File: config.mk
export PLATFORM = sky130hd
export DESIGN_NAME = pwm_trig_timer
export DESIGN_NICKNAME = d
export VERILOG_FILES = /design/src/rtl/ptt_pkg.sv /design/src/rtl/ptt_sync.sv /design/src/rtl/ptt_cfg.sv /design/src/rtl/ptt_core.sv /design/src/rtl/pwm_trig_timer.sv
export SDC_FILE = /design/constraint.sdc
export NUM_CORES = 1
export LEC_CHECK = 0
export BUFFER_PORTS_ARGS = -buffer_cell sky130_fd_sc_hd__buf_4
export CELL_PAD_IN_SITES_DETAIL_PLACEMENT = 0
export CELL_PAD_IN_SITES_GLOBAL_PLACEMENT = 2
export CORE_ASPECT_RATIO = 1.75
export CORE_MARGIN = 5
export CORE_UTILIZATION = 35
export DETAILED_ROUTE_END_ITERATION = 8
export GPL_ROUTABILITY_DRIVEN = 0
export PLACE_DENSITY_LB_ADDON = 0.15
export SETUP_SLACK_MARGIN = 0.5
export SYNTH_ARGS = -nofsm -noshare
export SYNTH_HDL_FRONTEND = slang
export SYNTH_SLANG_ARGS = --single-unit
File: constraint.sdc
create_clock -name clk -period 4.2 [get_ports clk]
set_input_delay 0.84 -clock clk [delete_from_list [all_inputs] [get_ports clk]]
set_output_delay 0.84 -clock clk [all_outputs]
set_load 0.02 [all_outputs]
File: src/rtl/ptt_pkg.sv
package ptt_pkg;
  typedef enum logic [1:0] {
    MODE_RELOAD = 2'd0,
    MODE_PWM    = 2'd1,
    MODE_WIDTH  = 2'd2,
    MODE_SPARE  = 2'd3
  } ptt_mode_e;

  localparam logic [1:0] SEL_PERIOD = 2'd0;
  localparam logic [1:0] SEL_DUTY   = 2'd1;
  localparam logic [1:0] SEL_CTRL   = 2'd2;

  localparam int CTRL_EVT   = 2;
  localparam int CTRL_TRG   = 3;
  localparam int CTRL_START = 4;
  localparam int CTRL_STOP  = 5;
endpackage

File: src/rtl/ptt_sync.sv
module ptt_sync #(
  parameter int STAGES = 2
) (
  input  logic clk,
  input  logic rst,
  input  logic d,
  output logic now,
  output logic prev
);
  logic [STAGES:0] sh;

  always_ff @(posedge clk) begin
    if (rst) sh <= '0;
    else     sh <= {sh[STAGES-1:0], d};
  end

  assign now  = sh[STAGES-1];
  assign prev = sh[STAGES];
endmodule

File: src/rtl/ptt_cfg.sv
module ptt_cfg
  import ptt_pkg::*;
#(
  parameter int W = 16
) (
  input  logic         clk,
  input  logic         rst,
  input  logic         wr_en,
  input  logic [1:0]   wr_sel,
  input  logic [W-1:0] wr_data,
  output logic [W-1:0] per_buf,
  output logic [W-1:0] duty_buf,
  output ptt_mode_e    mode_q,
  output logic         evt_sel,
  output logic         trig_en,
  output logic         sw_start,
  output logic         sw_stop
);
  logic ctrl_wr;
  assign ctrl_wr  = wr_en && (wr_sel == SEL_CTRL);
  assign sw_start = ctrl_wr && wr_data[CTRL_START];
  assign sw_stop  = ctrl_wr && wr_data[CTRL_STOP];

  always_ff @(posedge clk) begin
    if (rst) begin
      per_buf  <= '0;
      duty_buf <= '0;
      mode_q   <= MODE_RELOAD;
      evt_sel  <= 1'b0;
      trig_en  <= 1'b0;
    end else if (wr_en) begin
      case (wr_sel)
        SEL_PERIOD: per_buf  <= wr_data;
        SEL_DUTY:   duty_buf <= wr_data;
        SEL_CTRL: begin
          mode_q  <= ptt_mode_e'(wr_data[1:0]);
          evt_sel <= wr_data[CTRL_EVT];
          trig_en <= wr_data[CTRL_TRG];
        end
        default: ;
      endcase
    end
  end
endmodule

File: src/rtl/ptt_core.sv
module ptt_core
  import ptt_pkg::*;
#(
  parameter int W = 16
) (
  input  logic         clk,
  input  logic         rst,
  input  ptt_mode_e    mode,
  input  logic         evt_sel,
  input  logic         trig_en,
  input  logic         sw_start,
  input  logic         sw_stop,
  input  logic [W-1:0] per_buf,
  input  logic [W-1:0] duty_buf,
  input  logic         trig_rise,
  input  logic         trig_fall,
  input  logic         evt_rise,
  output logic [W-1:0] cnt_q,
  output logic [W-1:0] cap_q,
  output logic [W-1:0] duty_act,
  output logic         run_q,
  output logic         pwm_q,
  output logic         pwm_n_q,
  output logic         irq_q
);
  localparam logic [W-1:0] ONE = {{(W-1){1'b0}}, 1'b1};

  logic         tick, width_mode, wrap, capture, run_nxt, pwm_nxt;
  logic [W-1:0] per_act, cnt_nxt, per_nxt, duty_nxt, tick_w;

  always_comb begin
    width_mode = (mode == MODE_WIDTH);
    tick       = evt_sel ? evt_rise : 1'b1;
    tick_w     = tick ? ONE : '0;
    wrap       = !width_mode && run_q && tick && (cnt_q >= per_act);
    capture    = width_mode && run_q && trig_fall;

    run_nxt = run_q;
    if (width_mode) begin
      if (trig_rise || sw_start) run_nxt = 1'b1;
      if (trig_fall || sw_stop)  run_nxt = 1'b0;
    end else begin
      if (sw_start || (trig_en && trig_rise)) run_nxt = 1'b1;
      if (sw_stop  || (trig_en && trig_fall)) run_nxt = 1'b0;
    end

    cnt_nxt = cnt_q;
    if (width_mode && trig_rise) cnt_nxt = '0;
    else if (wrap)               cnt_nxt = '0;
    else if (run_q && tick)      cnt_nxt = cnt_q + ONE;

    if (!run_q || wrap) begin
      per_nxt  = per_buf;
      duty_nxt = duty_buf;
    end else begin
      per_nxt  = per_act;
      duty_nxt = duty_act;
    end

    pwm_nxt = (mode == MODE_PWM) && (cnt_nxt < duty_nxt);
  end

  always_ff @(posedge clk) begin
    if (rst) begin
      cnt_q    <= '0;
      cap_q    <= '0;
      per_act  <= '0;
      duty_act <= '0;
      run_q    <= 1'b0;
      pwm_q    <= 1'b0;
      pwm_n_q  <= 1'b1;
      irq_q    <= 1'b0;
    end else begin
      cnt_q    <= cnt_nxt;
      per_act  <= per_nxt;
      duty_act <= duty_nxt;
      run_q    <= run_nxt;
      pwm_q    <= pwm_nxt;
      pwm_n_q  <= !pwm_nxt;
      irq_q    <= wrap || capture;
      if (capture) cap_q <= cnt_q + tick_w;
    end
  end
endmodule

File: src/rtl/pwm_trig_timer.sv
module pwm_trig_timer
  import ptt_pkg::*;
#(
  parameter int CNT_W     = 16,
  parameter int SYNC_DEPTH = 2
) (
  input  logic             clk,
  input  logic             rst,
  input  logic             wr_en,
  input  logic [1:0]       wr_sel,
  input  logic [CNT_W-1:0] wr_data,
  input  logic             trig_in,
  input  logic             event_in,
  output logic             pwm_out,
  output logic             pwm_n_out,
  output logic             irq,
  output logic [CNT_W-1:0] cnt_out,
  output logic [CNT_W-1:0] cap_out
);
  logic [CNT_W-1:0] per_buf, duty_buf, duty_act;
  ptt_mode_e        mode_q;
  logic             evt_sel, trig_en, sw_start, sw_stop, run_q;
  logic             trig_now, trig_prev, evt_now, evt_prev;
  logic             trig_rise, trig_fall, evt_rise;

  ptt_sync #(.STAGES(SYNC_DEPTH)) u_trig_sync (
    .clk(clk), .rst(rst), .d(trig_in), .now(trig_now), .prev(trig_prev)
  );
  ptt_sync #(.STAGES(SYNC_DEPTH)) u_evt_sync (
    .clk(clk), .rst(rst), .d(event_in), .now(evt_now), .prev(evt_prev)
  );

  assign trig_rise = trig_now && !trig_prev;
  assign trig_fall = !trig_now && trig_prev;
  assign evt_rise  = evt_now && !evt_prev;

  ptt_cfg #(.W(CNT_W)) u_cfg (
    .clk(clk), .rst(rst), .wr_en(wr_en), .wr_sel(wr_sel), .wr_data(wr_data),
    .per_buf(per_buf), .duty_buf(duty_buf), .mode_q(mode_q),
    .evt_sel(evt_sel), .trig_en(trig_en), .sw_start(sw_start), .sw_stop(sw_stop)
  );

  ptt_core #(.W(CNT_W)) u_core (
    .clk(clk), .rst(rst), .mode(mode_q), .evt_sel(evt_sel), .trig_en(trig_en),
    .sw_start(sw_start), .sw_stop(sw_stop), .per_buf(per_buf), .duty_buf(duty_buf),
    .trig_rise(trig_rise), .trig_fall(trig_fall), .evt_rise(evt_rise),
    .cnt_q(cnt_out), .cap_q(cap_out), .duty_act(duty_act), .run_q(run_q),
    .pwm_q(pwm_out), .pwm_n_q(pwm_n_out), .irq_q(irq)
  );
endmodule

# == Yosys cells after proc, flatten, opt, wreduce, memory -nomap -nowiden ==
# Cells that the tools add are included.
# classes
n_addsub,2
mul,0
div_mod_pow,0
order_cmp,2
eq_ne,5
shift,0
mux,11
n_bitwise,0
n_reduce_logical,34
# ops
operator,count
16-bit 2-to-1 mux,4
"16-bit by 1-bit adder with 16-bit output, second input constant",1
16-bit adder,1
16-bit greater-or-equal comparator,1
1-bit logical AND,16
16-bit < comparator,1
2-bit AND reduction,4
1-bit 2-to-1 mux,7
1-bit logical NOT,6
1-bit logical OR,6
"2-bit by 1-bit equality test with 1-bit output, second input constant",2
"2-bit equality test, second input constant",2
"3-bit inequality test, second input constant",1
3-bit nonzero test,1
2-bit logical NOT,1
# word_totals
reg_bits,110
latch_bits,0
ramBits,0
romBits,0
in_bits,23
output_inout_bits,35
wordCells,69
n_memories,0

# == Logic depth before layout (Yosys ltp) ==
# Gate-level depths: netlist (run 1).
# depth
depth_word,10
ltp_mapped,17
ltp_nobuf,16

# == By module ==
# Synthesis (run 1) repeated with hierarchy kept, for this count alone.
# unflattened
cells_unflattened,564
hier_area_um2,5293.8
# modules_own_cells
mod,n_inst,cells_each,area_each_um2,seq_area_each_um2
ptt_core,1,407,3608.5,1361.3
ptt_cfg,1,142,1506.4,720.7
ptt_sync,2,6,78.8,60.1
pwm_trig_timer,1,3,21.3,0.0

# == Worst setup path after synthesis (run 1) ==
# No wires, ideal clock.
# synth_timing
path_kind,register -> register
startpoint,register u_core.cnt_q[0]
endpoint,register u_core.pwm_n_q
setup_time_ns,0.125
t_arrival_ns,3.608
required_ns,4.075
path_slack_ns,0.467
stages_incl_launch_ff,17
path_buffers,1
period_less_slack_ns,3.733
path_cell_list,dfxtp_1 inv_1 ha_1 nor2b_1 o21ai_1 a41oi_2 o41ai_4 a31oi_4 buf_6 mux2i_1 ha_1 a211oi_1 nor2_1 o21bai_1 a21oi_1 a211o_1 o41a_1
# synth_between
elab_chain_cells,7
elab_cells_between_ends,11
classes_between,add/sub: 1; order compare: 2; mux: 4; reduce/logical: 4
# synth_lines
element,line_no,rtl
from (decl),ptt_core.sv:18,"output logic [W-1:0] cnt_q,"
from (signal assigned),ptt_core.sv:74,cnt_q <= cnt_nxt;
16-bit by 1-bit adder with 16-bit output / 16-bit greater-or-equal comparator (equally long branches),"ptt_core.sv:50, ptt_core.sv:35",
16-bit 2-to-1 mux / 1-bit logical AND (equally long branches),"ptt_core.sv:50, ptt_core.sv:35",
16-bit 2-to-1 mux / 1-bit logical OR (equally long branches),"ptt_core.sv:49, ptt_core.sv:52",
"16-bit 2-to-1 mux, on equally long branches","ptt_core.sv:48, ptt_core.sv:52",
16-bit < comparator (*),ptt_core.sv:60,pwm_nxt = (mode == MODE_PWM) && (cnt_nxt < duty_nxt);
1-bit logical AND (*),ptt_core.sv:60,
1-bit logical NOT (*),ptt_core.sv:79,pwm_n_q <= !pwm_nxt;
to (signal assigned),ptt_core.sv:79,
to (decl),ptt_core.sv:23,"output logic pwm_n_q,"
# Every way passes the cells marked *; elsewhere a longest branch is shown, timed or not.
# A chain may end at the register's enable or synchronous reset.

# == Worst setup path in the final report (run 1) ==
# Ends and elaborated chain as after synthesis.

==> results of run 1 <==
-- state kept, by name, summed over array words and instances, names as in the netlist, 2 cells and up --
register / count
u_cfg.duty_buf: 16
u_cfg.per_buf: 16
u_core.cap_q: 16
u_core.cnt_q: 16
u_core.duty_act: 16
u_core.per_act: 16
u_evt_sync.sh: 3
u_trig_sync.sh: 3
u_cfg.mode_q: 2
-- how the worst max path moves through the flow --
stage / start / endpoint / slack [ns]
after floorplan: u_core.cnt_q[5] / u_core.pwm_n_q / 0.59
after global placement: u_core.cnt_q[0] / u_core.pwm_q / 0.35
after detailed placement: u_core.cnt_q[0] / u_core.pwm_q / 0.31
after CTS: u_core.cnt_q[0] / u_core.pwm_n_q / 0.50
after global routing: u_core.cnt_q[0] / u_core.pwm_n_q / 0.49
final: u_core.cnt_q[0] / u_core.pwm_n_q / 0.66
-- timing repair --
| item | 4_1_cts | 5_1_grt |
|---|---|---|
| pin swaps | 7 | 12 |
| resized for setup | 15 | 27 |
| setup endpoints to repair | 2 | 2 |
| buffers inserted | 8 | 12 |
| hold buffers | 0 | 0 |
-- cell usage in the layout (no fill, tap or decap), drive strengths merged, types with 3 or more instances in the layout --
master,n
o21ai,8
nand2,89
nand4,11
ha,34
mux2i,35
nor2b,7
a21oi,49
a211oi,16
nand3,7
inv,21
nor2,105
nor3,4
and3,3
nand3b,3
clkbuf,10
dfxtp,110
xnor2,18
xor2,10
buf,94
-- power by group --
part	switching (mW)	total [mW]	leakage, nW	internal, mW
logic	0.136	0.256	1.37	0.120
clock network	0.409	0.823	0.136	0.414
registers	0.0175	1.09	0.895	1.07
total	0.563	2.16	2.40	1.60
-- area by class of cell --
cell class	count	area (um^2)	share of cell area
inverters	18	67.6	0.0108
clock inverters	6	53.8	0.00858
repair buffers	94	721	0.115
flip-flops and latches	110	2210	0.353
multi-input cells	422	2760	0.441
clock buffers	10	229	0.0365
well taps	180	225	0.0359
-- cells by family (layout without fill, tap and decap cells) --
kind of cell,after synthesis,in the layout,share of synthesized area
AOI/OAI and AO/OA,87,87,0.116
xor gates and xnor gates,28,28,0.0490
adders and majority gates,34,34,0.0850
buffers and inverters,47,128,0.0400
DFF,110,110,0.440
muxes,35,35,0.0700
and+or+nand+nor,238,238,0.200
-- routing by layer --
layer / global-route usage / share of wire / vias up
met5: 0 / 0 / -
met4: 0.0604 / 0.024 / 0
met3: 0.0253 / 0.035 / 20
met2: 0.278 / 0.52 / 65
met1: 0.192 / 0.43 / 1893
li1: - / - / 2101
==> out/qor.yml, run 1 <==
drt_pass1_iterations: 4
drc: 0
drt-total-wl_um: 13200
hold_violations: 0
synth_edf_count: 0
io_pins: 58
die-area_mm2: 0.0169
tns_ns: 0
crit_family: "compound AO/OA/AOI/OAI gates"
synthToLayoutAreaGrowth_pct: 25.3
grt_pass1_wl_um: 21100
rows: 58
cts_sinks: 110
crit_type: "register to register"
hold_start: "u_evt_sync.sh[0]"
setup_viol: 0
dp_hpwl_um: 9840
ys_top_cells_by_area: "dfxtp_1 (44%), ha_1 (8.5%), nor2_1 (7.9%)"
yosysWarnings: 0
synth.avg_cell_area_um2: 8.65
track_usage: 0.159
htreeDepth: 3
grt_antenna_before_repair: 0
clk_latency_ns: 0.35
grt_max_degree: 95
synth_fp_nets: 636
placed_area_mm2: 0.00567
cts_buffer_depth: 2
worstMarginPinSlew_ns: 1.16
final_layout_size_suffix_gt1_frac: 0.227
cp-end-kind: "register"
worstHoldEndpoint: "u_evt_sync.sh[1]"
io_buffer_count: 57
synth_cells: 579
nFillCells: 1481
fin_worst_skew_ns: 0.00801
initial_core_util: 0.352
ant_nets: 0
min_period_ns: 3.54
min_path_type: "register to register"
path_cells: "inv_1, ha_1, nor2b_2, o21ai_2, a41oi_2, o41ai_4, buf_4, a31oi_4, buf_6, mux2i_2, ha_1, or4b_2, a211o_1, a31o_2, o41a_1"
synthFlopType: "dfxtp_1"
fin_util: 0.441
min_period_over_period: 0.843
finalPower_mw: 2.16
p_leak_nw: 2.40
post_drt_wl_per_cell_um: 15.7
reg2reg_slack_ns: 0.66
slowest_stage: "or4b_2"
grt_overflow: 0
maxSlewViolCount: 0
start_kind: "register"
die_h_um: 168
reg2reg_depth: 15
drtIter0Drc: 137
run_status: "finished clean"
reg2reg_to: "u_core.pwm_n_q"
cts_tree: "done"
required_ns: 4.43
numCtsBuffers: 9
nets: 712
p_per_area_mw_per_mm2: 345
relSlewSlack: 0.226
syn-cell-area_mm2: 0.00501
cts-root-buf: "clkbuf_16"
vias_per_cell: 4.86
dp.cells: 804
yosysMostFrequentCell: "dfxtp_1"
die_w_um: 100
setup_ws_ns: 0.659
grt_pass1_vias: 3997
reg2reg_from: "u_core.cnt_q[0]"
whs_ns: 0.445
hold_path_depth: 1
synthDistinctLibCells: 45
stdcell_area_mm2: 0.00627
yosys-top-cells-count: "dfxtp_1 (110), nor2_1 (105), nand2_1 (89)"
postSynth.asyncResetShare: 0
ir_drop_uv: 186
cp_max_fo: 5
seq_area_frac_synth: 0.440
worst-path-stages: 15
antenna_cells: 0
worstPathArrival_ns: 3.77
pre_cts_ws_ns: 0.309
cp_num_buf_inv: 3
rsz0062_at_grt: "yes"
crit_top_cell: "ha_1"
final_cells: 840
yosysTopAreaCellShare: 0.440
synth_top_area_cell: "dfxtp_1"
maxCapViolCount: 0
clock.fmax_mhz: 282
max_stage_delay_ns: 0.62
via_count: 4079
ys_seq_elements: 110
core_mm2: 0.0142
clkSlewWorstSetupHoldPaths_ns: 0.08
No activity file was read; power rests on OpenSTA's default activity.
==> inputs of run 2 (changes only) <==
clock period = 3.31 ns   (was 4.2 ns; I/O delays follow)
==> run 2 against run 1 <==
The run now ends with setup timing left; utilization rose by 2.1 points; register-to-register slack worse by 0.88 ns; flip-flop and latch count unchanged.
==> out/qor.yml, run 2 (synthesis results as in run 1) <==
fin_worst_skew_ns: 0.00735
rows: 58
stdcell_area_mm2: 0.00657
relSlewSlack: 0.491
violations: "setup timing"
min_period_over_period: 1.07
worstMarginPinSlew_ns: 0.761
final_cell_mix: "buf_4 (115), nor2_1 (103), nand2_1 (86)"
grt_pass1_wl_um: 21100
cts_sinks: 110
min_period_ns: 3.53
core_mm2: 0.0142
run_status: "finished, violations left"
slowest_stage: "o41a_1"
placed_area_mm2: 0.00607
initial_core_util: 0.352
die_h_um: 168
post_drt_wl_per_cell_um: 14.9
vias_per_cell: 4.78
cts_buffer_depth: 2
setup_viol: 2
grt_pass1_vias: 4178
rsz0062_at_grt: "yes"
clk_latency_ns: 0.35
nFillCells: 1431
via_count: 4143
drt-total-wl_um: 12900
htreeDepth: 3
antenna_cells: 0
grt_antenna_before_repair: 0
io_buffer_count: 57
die-area_mm2: 0.0169
worstPathArrival_ns: 3.75
fin_util: 0.462
cts_tree: "done"
start_kind: "register"
dp_hpwl_um: 9940
ant_nets: 0
grt_max_degree: 55
finalPower_mw: 2.72
min_path_type: "register to register"
maxCapViolCount: 0
hold_buffers: 0
cts-root-buf: "clkbuf_16"
drc: 0
synthToLayoutAreaGrowth_pct: 31.3
cp_max_fo: 5
nets: 738
clock.fmax_mhz: 284
cp-end-kind: "register"
crit_top_cell: "a21o_1"
io_pins: 58
grt_overflow: 0
maxSlewViolCount: 0
crit_type: "register to register"
track_usage: 0.157
p_per_area_mw_per_mm2: 414
drt_pass1_iterations: 4
layout_commonest_cell: "buf_4"
ir_drop_uv: 234
die_w_um: 100
required_ns: 3.53
drtIter0Drc: 113
final_layout_size_suffix_gt1_frac: 0.297
max_stage_delay_ns: 0.46
hold_violations: 0
path_cells: "inv_2, ha_4, a211oi_2, o21ai_2, a41oi_2, o41ai_4, a31oi_4, buf_12, buf_4, mux2i_2, ha_1, a21o_1, a21o_1, a21oi_2, nand3b_1, o41a_1"
setup_ws_ns: -0.217
numCtsBuffers: 9
p_leak_nw: 2.56
clkSlewWorstSetupHoldPaths_ns: 0.07
-- run 2: changes by cell type in the layout (fill, tap and decap cells not counted), moves of 4 or more --
cell	before	now
ha_4	3	8
dfxtp_1	103	85
inv_1	18	13
dfxtp_2	6	20
dfxtp_4	1	5
buf_4	90	115
inv_2	0	5
-- run 2: path summary, 6_finish.rpt --
path	startpoint	to	slack, ns	cells past startpoint
worst max-delay path	u_core.per_act[2]	u_core.pwm_n_q	-0.22	16
worst min-delay path	u_evt_sync.sh[1]	u_evt_sync.sh[2]	0.44	2
worst max register to register	u_core.per_act[2]	u_core.pwm_n_q	-0.22	16
worst min register to register	u_evt_sync.sh[1]	u_evt_sync.sh[2]	0.44	2
-- run 2: cell type report --
class,instances,area [um^2],area share
Multi-Input combinational cell,422,2820,0.428
Clock buffer,9,225,0.0343
Inverter,18,67.6,0.0103
Sequential cell,110,2250,0.342
Clock inverter,7,47.5,0.00723
Timing Repair Buffer,120,946,0.144
Tap cell,180,225,0.0343
-- run 2: what timing repair did --
item | in CTS | in global routing
resized for setup | 26 | 20
buffers inserted | 5 | 2
setup endpoints to repair | 6 | 2
pin swaps | 16 | 15
endpoints found under the hold margin | 0 | 0
gates cloned | 0 | 0
-- run 2: critical path, delay by kind of cell (launching register included) --
| kind | cells | cell delay (ns) |
|---|---|---|
| adders and majority gates | 2 | 0.52 |
| and+or+nand+nor | 1 | 0.15 |
| DFF | 1 | 0.34 |
| AOI/OAI and AO/OA | 9 | 1.87 |
| buffers and inverters | 3 | 0.31 |
| muxes | 1 | 0.22 |
-- run 2: through the flow --
stage	hold slack, ns	cells	TNS (ns)	worst slack, ns
after detailed placement	0.433	843	-0.640	-0.335
after CTS	0.447	864	-0.553	-0.282
after global routing	0.460	866	-0.668	-0.339
after global placement	0.419	843	-0.505	-0.279
after floorplan	0.410	579	-0.0469	-0.0469
final	0.440	866	-0.401	-0.217
-- run 2: power breakdown --
part | switching (mW) | internal [mW]
Combinational | 0.177 | 0.159
Clock | 0.500 | 0.512
Sequential | 0.0201 | 1.35
-- run 2: per-layer routing --
layer,GRT usage,wire (um),part of all wire,vias to the layer above
met5,0,0,0,-
met4,0.0528,189,0.015,0
met3,0.0199,394,0.031,10
met2,0.281,6730,0.52,67
met1,0.192,5580,0.43,1909
li1,-,-,-,2157
==> inputs of run 3 (changes only) <==
CAP_MARGIN = 0   (was default)
CTS_BUF_LIST = sky130_fd_sc_hd__clkbuf_16   (was default)
PLACE_DENSITY_LB_ADDON = 0.1   (was 0.15)
==> run 3 against run 2 <==
The flow still finishes with violations (setup timing); clock power is 18% higher; utilization is 0.74 points higher; combinational power rose by 5%; non-clock buffer count rose by 6; critical endpoint unchanged; largest cell class unchanged.
==> out/qor.yml, run 3 (synthesis results as in run 1) <==
cp-end-kind: "register"
rsz0062_at_grt: "yes"
die-area_mm2: 0.0169
cts_sinks: 110
worstHoldEndpoint: "u_evt_sync.sh[2]"
io_buffer_count: 57
grt_antenna_before_repair: 0
pre_cts_ws_ns: -0.338
ant_nets: 0
hold_start: "u_evt_sync.sh[1]"
final_layout_size_suffix_gt1_frac: 0.308
nets: 744
min_path_type: "register to register"
grt_pass1_vias: 4266
synthToLayoutAreaGrowth_pct: 33.4
required_ns: 3.54
cts_tree: "done"
die_h_um: 168
grt_max_degree: 93
cp_max_fo: 6
drt_pass1_iterations: 4
hold_violations: 0
regArea_mm2: 0.00225
whs_ns: 0.440
via_count: 4160
min_period_over_period: 1.08
setup_ws_ns: -0.266
relSlewSlack: 0.346
cts-root-buf: "clkbuf_16"
clk_latency_ns: 0.35
hold_path_depth: 2
reg2reg_to: "u_core.pwm_n_q"
htreeDepth: 3
final_cell_mix: "buf_4 (119), nor2_1 (103), nand2_1 (86)"
worstMarginPinSlew_ns: 0.981
drt-total-wl_um: 13500
maxCapViolCount: 0
reg2reg_slack_ns: -0.27
setup_viol: 2
vias_per_cell: 4.77
die_w_um: 100
grt_overflow: 0
antenna_cells: 0
p_leak_nw: 2.62
grt_pass1_wl_um: 22100
run_status: "finished, violations left"
violations: "setup timing"
initial_core_util: 0.352
numCtsBuffers: 9
nFillCells: 1440
worstPathArrival_ns: 3.81
core_mm2: 0.0142
reg2reg_depth: 16
cts_buffer_depth: 2
track_usage: 0.165
fin_worst_skew_ns: 0.00771
layout_commonest_cell: "buf_4"
maxSlewViolCount: 0
start_kind: "register"
crit_type: "register to register"
dp_hpwl_um: 9990
rows: 58
drtIter0Drc: 144
io_pins: 58
min_period_ns: 3.58
hold_buffers: 0
p_per_area_mw_per_mm2: 437
clock.fmax_mhz: 280
post_drt_wl_per_cell_um: 15.4
reg2reg_from: "u_core.per_act[2]"
clkSlewWorstSetupHoldPaths_ns: 0.08
multi_input_area_mm2: 0.00282
drc: 0
ir_drop_uv: 224
==> run 3: layer usage <==
| layer | track usage | part of all wire | vias to the layer above |
|---|---|---|---|
| met4 | 0.0540 | 0.021 | 0 |
| li1 | - | - | 2169 |
| met3 | 0.0224 | 0.027 | 17 |
| met2 | 0.292 | 0.51 | 55 |
| met1 | 0.202 | 0.44 | 1919 |
| met5 | 0 | 0 | - |
==> run 3: what timing repair did <==
action                                  in CTS  in global routing
endpoints found under the setup margin       4                  3
setup buffers                                7                  4
pin swaps                                   18                 14
resized for setup                           29                 25
==> run 3: worst max-delay path by stage <==
stage | from | to | slack, ns | cells past startpoint
detailed placement | u_core.per_act[2] | u_core.pwm_q | -0.34 | 17
global route | u_core.per_act[9] | u_core.pwm_q | -0.44 | 17
global placement | u_core.per_act[2] | u_core.pwm_q | -0.33 | 17
finish | u_core.per_act[2] | u_core.pwm_n_q | -0.27 | 16
floorplan | u_core.cnt_q[0] | u_core.pwm_n_q | -0.05 | 17
CTS | u_core.per_act[2] | u_core.pwm_q | -0.29 | 19
==> run 3: final cells by class <==
class,instances,share of cell area
inverter,18,0.0101
clock buffer,10,0.0375
multi-input combinational,422,0.422
tap,180,0.0337
clock inverter,6,0.0126
sequential,110,0.336
timing repair buffer,126,0.148
==> run 3: power breakdown <==
group,switching [mW],total (mW),internal [mW]
registers,0.0193,1.37,1.35
clock network,0.542,1.19,0.653
logic,0.186,0.352,0.166
total,0.747,2.92,2.17
==> run 3: critical path: stages, from the launching register on <==
cell and delay [ns]:
dfxtp_2 0.34, inv_2 0.05, ha_4 0.23, a211oi_2 0.23, o21ai_2 0.10, a41oi_2 0.22, o41ai_4 0.11, a31oi_4 0.20
buf_12 0.14, buf_4 0.12, mux2i_1 0.26, ha_1 0.29, a21o_1 0.18, a21o_1 0.16, a21oi_2 0.18, nand3b_1 0.19
o41a_1 0.46
==> run 3: through the flow <==
| stage | std cells | cell area [um^2] | TNS, ns | power, mW | utilization |
|---|---|---|---|---|---|
| 6_report | 872 | 6680 | -0.528 | 2.92 | 0.469 |
| 4_1_cts | 868 | 6550 | -0.562 | 2.94 | 0.461 |
| 2_1_floorplan | 579 | 5090 | -0.0469 | 1.59 | - |
| 5_1_grt | 872 | 6680 | -0.845 | 3.04 | 0.469 |
| 3_3_place_gp | 845 | 6070 | -0.638 | 1.71 | 0.427 |
| 3_5_place_dp | 845 | 6070 | -0.670 | 1.72 | 0.427 |
